===== src/rtl/trace_step_pkg.sv =====
package trace_step_pkg;

    typedef enum logic [1:0] {
        TS_IDLE  = 2'd0,
        TS_ARMED = 2'd1,
        TS_LAST  = 2'd2
    } ts_state_e;

endpackage


===== src/rtl/trace_step_count.sv =====
module trace_step_count #(
    parameter int STEPS = 1
) (
    input  logic clk,
    input  logic rst_n,
    input  logic clr,
    input  logic adv,
    output logic done
);
    localparam int CW = (STEPS > 1) ? $clog2(STEPS) : 1;
    localparam logic [CW-1:0] LAST_IDX = CW'(STEPS - 1);

    logic [CW-1:0] cnt;

    always_ff @(posedge clk) begin
        if (!rst_n || clr) begin
            cnt <= '0;
        end else if (adv && (cnt != LAST_IDX)) begin
            cnt <= cnt + 1'b1;
        end
    end

    assign done = adv && (cnt == LAST_IDX);

    // count never passes the final instruction index (R5 counting)
    p_cnt_range_r5: assert property (@(posedge clk) disable iff (!rst_n)
        cnt <= LAST_IDX);

    // without a counted commit or a clear, the count holds
    p_cnt_hold_r5: assert property (@(posedge clk) disable iff (!rst_n)
        (!adv && !clr) |=> $stable(cnt));

endmodule


===== src/rtl/trace_step_ctrl.sv =====
module trace_step_ctrl
    import trace_step_pkg::*;
(
    input  logic clk,
    input  logic rst_n,
    input  logic ret,
    input  logic ret_trace,
    input  logic commit,
    input  logic other_pend,
    input  logic exc_taken,
    input  logic step_done,
    output logic cnt_clr,
    output logic cnt_adv,
    output logic fire_window
);
    ts_state_e state, state_nx;

    always_comb begin
        state_nx = state;
        if (exc_taken) begin
            state_nx = TS_IDLE;
        end else if (ret) begin
            state_nx = ret_trace ? TS_ARMED : TS_IDLE;
        end else begin
            unique case (state)
                TS_IDLE:  state_nx = TS_IDLE;
                TS_ARMED: state_nx = step_done ? TS_LAST : TS_ARMED;
                TS_LAST:  state_nx = TS_LAST;
                default:  state_nx = TS_IDLE;
            endcase
        end
    end

    always_ff @(posedge clk) begin
        if (!rst_n) begin
            state <= TS_IDLE;
        end else begin
            state <= state_nx;
        end
    end

    always_comb begin
        cnt_clr     = 1'b1;
        cnt_adv     = 1'b0;
        fire_window = 1'b0;
        unique case (state)
            TS_IDLE: begin
                cnt_clr = 1'b1;
            end
            TS_ARMED: begin
                cnt_clr = ret || exc_taken;
                cnt_adv = commit && !other_pend && !exc_taken && !ret;
            end
            TS_LAST: begin
                fire_window = 1'b1;
            end
            default: begin
                cnt_clr = 1'b1;
            end
        endcase
    end

    // the waiting state is entered only on a commit cycle
    p_last_from_commit_r3: assert property (@(posedge clk) disable iff (!rst_n)
        (state == TS_LAST && $past(state) != TS_LAST) |-> $past(commit));

    // an accepted exception always ends in the idle state
    p_taken_idle_r6: assert property (@(posedge clk) disable iff (!rst_n)
        exc_taken |=> (state == TS_IDLE));

endmodule


===== src/rtl/trace_step_gate.sv =====
module trace_step_gate (
    input  logic fire_window,
    input  logic commit,
    input  logic grp1_en,
    output logic req
);
    assign req = fire_window && commit && grp1_en;
endmodule


===== src/rtl/trace_step_trap.sv =====
module trace_step_trap #(
    parameter int STEPS = 1
) (
    input  logic clk,
    input  logic rst_n,
    input  logic tt_ret,
    input  logic tt_ret_trace,
    input  logic tt_commit,
    input  logic tt_other_pend,
    input  logic tt_exc_taken,
    input  logic tt_grp1_en,
    output logic tt_req
);
    logic cnt_clr, cnt_adv, step_done, fire_window;

    trace_step_ctrl u_ctrl (
        .clk         (clk),
        .rst_n       (rst_n),
        .ret         (tt_ret),
        .ret_trace   (tt_ret_trace),
        .commit      (tt_commit),
        .other_pend  (tt_other_pend),
        .exc_taken   (tt_exc_taken),
        .step_done   (step_done),
        .cnt_clr     (cnt_clr),
        .cnt_adv     (cnt_adv),
        .fire_window (fire_window)
    );

    trace_step_count #(.STEPS(STEPS)) u_count (
        .clk   (clk),
        .rst_n (rst_n),
        .clr   (cnt_clr),
        .adv   (cnt_adv),
        .done  (step_done)
    );

    trace_step_gate u_gate (
        .fire_window (fire_window),
        .commit      (tt_commit),
        .grp1_en     (tt_grp1_en),
        .req         (tt_req)
    );

    // the cycle after an arming return is never trapped
    p_quiet_after_arm_r3: assert property (@(posedge clk) disable iff (!rst_n)
        (tt_ret && tt_ret_trace && !tt_exc_taken) |=> !tt_req);

    // a non-arming return leaves no request behind
    p_no_arm_r2: assert property (@(posedge clk) disable iff (!rst_n)
        (tt_ret && !tt_ret_trace) |=> !tt_req);

    // accepted exception disarms
    p_disarm_r6: assert property (@(posedge clk) disable iff (!rst_n)
        tt_exc_taken |=> !tt_req);

endmodule


===== config.mk =====
export PLATFORM = sky130hd
export DESIGN_NAME = trace_step_trap
export DESIGN_NICKNAME = d
export VERILOG_FILES = /design/src/rtl/trace_step_pkg.sv /design/src/rtl/trace_step_count.sv /design/src/rtl/trace_step_ctrl.sv /design/src/rtl/trace_step_gate.sv /design/src/rtl/trace_step_trap.sv
export SDC_FILE = /design/constraint.sdc
export NUM_CORES = 1
export LEC_CHECK = 0
export CAP_MARGIN = 20
export CORE_AREA = 2 2 39 41
export CTS_BUF_LIST = sky130_fd_sc_hd__clkbuf_8
export DETAILED_ROUTE_END_ITERATION = 8
export DIE_AREA = 0 0 41 43
export DONT_BUFFER_PORTS = 1
export GPL_TIMING_DRIVEN = 1
export PLACE_DENSITY_LB_ADDON = 0.3
export SLEW_MARGIN = 10
export SYNTH_ARGS = -nofsm -noshare
export SYNTH_HDL_FRONTEND = slang
export SYNTH_SLANG_ARGS = --single-unit

===== constraint.sdc =====
create_clock -name clk -period 2.3 [get_ports clk]
set_clock_uncertainty 0.05 [all_clocks]
set_input_delay 0.23 -clock clk [delete_from_list [all_inputs] [get_ports clk]]
set_output_delay 0.23 -clock clk [all_outputs]
set_load 0.005 [all_outputs]

Word-level counts from Yosys, hierarchy flattened
Cells that the tools add are included.
W data, S select, Z words.

cells by class
  $mul = 0
  add/sub/neg operators = 1
  shifts and indexed selects = 0
  reductions and logical operators = 14
  magnitude comparators = 0
  eq/ne operators = 2
  bitwise operators = 2
  divide/modulo/power cells = 0
  multiplexer cells = 7

operators with widths
  kind                   number
  $logic_and A1 B1 Y1    7
  $logic_not A1 Y1       4
  $mux W1                4
  $mux W2                2
  $pmux W2 S2            1
  $eq A2 B1 Y1 const B   1
  $eq A2 B2 Y1 const B   1
  $logic_or A1 B1 Y1     2
  $not A1 Y1             2
  $reduce_or A2 Y1       1
  $add A1 B1 Y1 const B  1

word-level totals
  memories kept = 0
  word-level logic and storage cells = 28
  bits in latches = 0
  register bits = 3
  RAM bits = 0
  ROM bits = 0
  output and inout bits = 1
  bits of input ports = 8

Depth between registers and ports, before layout
  depth after elaboration = 9
  depth in mapped cells = 5
  mapped depth without buffers = 5

By module
A second synthesis with hierarchy kept.

second synthesis, totals
  cell total of the unflattened synthesis = 20
  area total of the unflattened synthesis = 183.9 µm²

by module, submodules not included
  module            area an instance (µm²)  instances  cells each
  trace_step_ctrl   138.9                   1          16
  trace_step_count  38.8                    1          3
  trace_step_gate   6.3                     1          1

Worst setup path after synthesis
Ideal clock, no wire load.

  path type = flip-flop to flip-flop
  start point = register u_ctrl.state[0]
  end point = register u_ctrl.state[1]
  slack = 1.317 ns
  stages on the path, launching flop included = 4
  library setup time = 0.088 ns
  clock period less this slack = 0.983 ns
  path buffers = 0
  data arrival time = 0.845 ns
  data required time = 2.162 ns
  cells stage by stage = dfxtp_1 -> inv_1 -> ha_1 -> nor4_2

between the ends
  word-level cells in the longest chain between the ends = 6
  elaborated cells on any way between the ends = 7
  those cells by class = eq/ne (2); mux (4); reduce/logical (1)

RTL lines
  what                    RTL line                                      RTL
  from (decl)             trace_step_ctrl.sv:16                         ts_state_e state, state_nx;
  from (signal assigned)  trace_step_ctrl.sv:38                         state <= state_nx;
  $eq A2 B1 Y1            trace_step_ctrl.sv:25, trace_step_ctrl.sv:46
  $mux W1                 trace_step_ctrl.sv:46                         unique case (state)
  $logic_and A1 B1 Y1     trace_step_count.sv:23                        assign done = adv && (cnt == LAST_IDX);
  $mux W2                 trace_step_ctrl.sv:27                         TS_ARMED: state_nx = step_done ? TS_LAST : TS_ARMED;
  $pmux W2 S2 (*)         trace_step_ctrl.sv:25                         unique case (state)
  $mux W2 (*)             trace_step_ctrl.sv:22                         end else if (ret) begin

Every way passes the cells marked *; elsewhere a longest branch is shown, timed or not.
A chain may end at the register's enable or synchronous reset.

Worst setup path in the final report
  start point = register u_ctrl.state[0]
  end point = output port tt_req

between the ends
  word-level cells in the longest chain between the ends = 4

RTL lines
  what                              RTL line               RTL
  $eq A2 B2 Y1                      trace_step_ctrl.sv:46
  $mux W1                           trace_step_ctrl.sv:46
  $logic_and A1 B1 Y1 (2 in a row)  trace_step_gate.sv:7   assign req = fire_window && commit && grp1_en;
  to (decl)                         trace_step_trap.sv:12  output logic tt_req

Every way passes these cells.

==> run metrics <==
drt drc=0; RSZ-0062 raised after global routing=no; Routed WL per cell=9.538 µm; CTS tree=done; GRT overflow=0; core box area=between 1000 and 1500 µm²; most frequent cells in the layout=4 x inv_1, 3 x clkbuf_8, 3 x dfxtp_1, 2 x nand2_1, 2 x ha_1; Int Power=about 0.17 mW; routability cong.=between 0.5 and 0.6; Hold Slack=0.03165 ns; Final Non-Filler Cells=39; Distinct cells, synth=13; CTS Buf Count=3; FMAX=roughly 830 MHz; # placed instances=35; Die Y-Extent=~43 µm; Reg clk slew, reported paths=approximately 0.030 ns; ANT cells=0; TritonRoute pass-1 iters=2; Setup Buffers After CTS=0; detailed-placement wirelength estimate=approximately 300 µm; vias in the first global route=149; Synth Instances=19; Net Sw Frac=~18%; initial antenna violation count=0; I/O pin cnt=9; CP max FO=2; gr usage total=5.912%; NumNets Final=34; Hold Path Sink=u_count.cnt$_SDFFE_PP0P_; Sink Count=3; Area contributors post-synth=dfxtp_1 32%, ha_1 13%, a2111oi_2 7.9%; R2R depth=3; status=finished, final reports clean; leak pwr=approximately 0.095 nW; final design utilization=between 10% and 20%; # rows=14; worst reg2reg path startpoint=u_count.cnt$_SDFFE_PP0P_; crit path kind=flip-flop to output port; worst-case clock buffer depth=2; reg-to-reg endpoint=u_ctrl.state[0]$_SDFF_PP0_; sequential fraction of design power=25.7%; logic gate share of total power=approximately 3.7%; share of cells above drive strength 1=between 30 and 40%; NetSw=0.03648 mW; clock latency on the worst-skew pair=roughly 0.21 ns; Slew @ Worst Pin=roughly 0.25 ns; post-synth net total=29; Clock Tree Root=clkbuf_8; Starting Density=13.65%; DRT iter0 DRCs=4; DIE AREA=~1800 µm²; crit end category=output port; CTS Hold Bufs=0; Clock power frac=between 70% and 80%; # setup viols final=0; Final Max Tran Viols=0; Hold Path Depth=1; Hold Crit Class=input pin to flip-flop; synthesized area=188.9 µm²; period utilization=a little over half; CP Data Required Time=~2.0 ns; sequential share of the synthesized area=between 30% and 40%; Cell Area, Placed=209.0 µm²; htree depth=1; count of input and output buffers=0; # resized after CTS=0; fin area=254.0 µm²; Worst slew margin=between 80% and 90%; global-route wire length before repair=roughly 610 µm; Hold Vio Cnt, Final=0; crit path DAT=a little over 0.9 ns; top-area cell type share of the netlist area=between 30% and 40%; Area growth syn-to-layout=34.44%; commonest non-fill, non-tap cell in the layout=inv_1; Final min period=about 1.2 ns; number of nets still failing antenna checks after routing=0; Pwr per Cell Area=between 800 and 900 nW/µm²; Die W=41 µm; largest net degree at the start of global routing=5; post-synth top area cell=dfxtp_1; synth warn=0; min-delay src=tt_ret; routed vias=between 100 and 150; R2R setup slack=around 1.3 ns; post-route setup TNS=0 ns; flops & latches, synth=3; vias per cell=between 3 and 4; Worst setup SP type=flip-flop; MaxCap Viol Count=0; Post-Route WL=372 µm; Post-Synthesis Mean Instance Area=roughly 10 µm²; Peak VDD IR=approximately 0.00034 V
layout make-up:
type	count	area (µm²)
clock buffers	3	41.29
clock inverters	1	3.754
fillers	155	1130
inverters	3	11.26
multi-input cells	13	117.6
flip-flops and latches	3	60.06
well taps	16	20.02
per-stage QoR:
| step | power (mW) | setup slack, ns |
|---|---|---|
| 2_1_floorplan | 0.06062 | 1.317 |
| 3_3_place_gp | 0.06141 | 1.265 |
| 3_5_place_dp | 0.06173 | 1.262 |
| 4_1_cts | 0.2134 | 1.070 |
| 5_1_grt | 0.2209 | 1.004 |
| 6_report | 0.2073 | 1.088 |
sequential cells by signal, indices dropped and copies added (netlist names):
register      flops
u_count.cnt       1
u_ctrl.state      2
layer usage:
layer  track usage, %  share of wire [%]
met1            6.070                 46
met2            6.250                 35
met3            8.901                 19
met4            2.000                  0
met5                0                  0
power by group through the flow:
| stage | logic (mW) | registers [mW] | clock network (mW) |
|---|---|---|---|
| global route | 0.00862 | 0.0533 | 0.159 |
| global placement | 0.00750 | 0.0539 | 0 |
| CTS | 0.00784 | 0.0532 | 0.152 |
| floorplan | 0.00674 | 0.0539 | 0 |
| detailed placement | 0.00779 | 0.0539 | 0 |
| finish | 0.00777 | 0.0533 | 0.146 |
cells by family (layout without fill, tap and decap cells):
| family | after synthesis | after routing | synth area share, % |
|---|---|---|---|
| and+or+nand+nor | 8 | 8 | 35.76 |
| AOI/OAI and AO/OA | 3 | 3 | 13.24 |
| buffers and inverters | 3 | 7 | 5.960 |
| DFF | 3 | 3 | 31.79 |
| adders and majority gates | 2 | 2 | 13.24 |
critical path, stage by stage, from the launching register on:
cell and delay, ns:
dfxtp_1 0.32, inv_1 0.05, ha_1 0.20, and3_1 0.16
how the worst max path moves through the flow:
stage,from,to,depth (start not counted)
finish,u_ctrl.state[0]$_SDFF_PP0_,tt_req,3
global route,u_ctrl.state[0]$_SDFF_PP0_,tt_req,3
CTS,u_ctrl.state[0]$_SDFF_PP0_,tt_req,3
detailed placement,u_count.cnt$_SDFFE_PP0P_,u_ctrl.state[0]$_SDFF_PP0_,3
global placement,u_count.cnt$_SDFFE_PP0P_,u_ctrl.state[0]$_SDFF_PP0_,3
floorplan,u_ctrl.state[0]$_SDFF_PP0_,u_ctrl.state[1]$_SDFF_PP0_,3
synth_stat cells:
| library cell | number |
|---|---|
| nand2_1 | 2 |
| ha_1 | 2 |
| o21ai_0 | 1 |
| a2111oi_2 | 1 |
| nor4_2 | 1 |
| nor2b_1 | 1 |
| a21oi_1 | 1 |
| nand2b_1 | 1 |
| and3_1 | 1 |
| nor4b_2 | 1 |
| nand2b_4 | 1 |
| dfxtp_1 | 3 |
| inv_1 | 3 |
(Power assumes the default switching activity.)
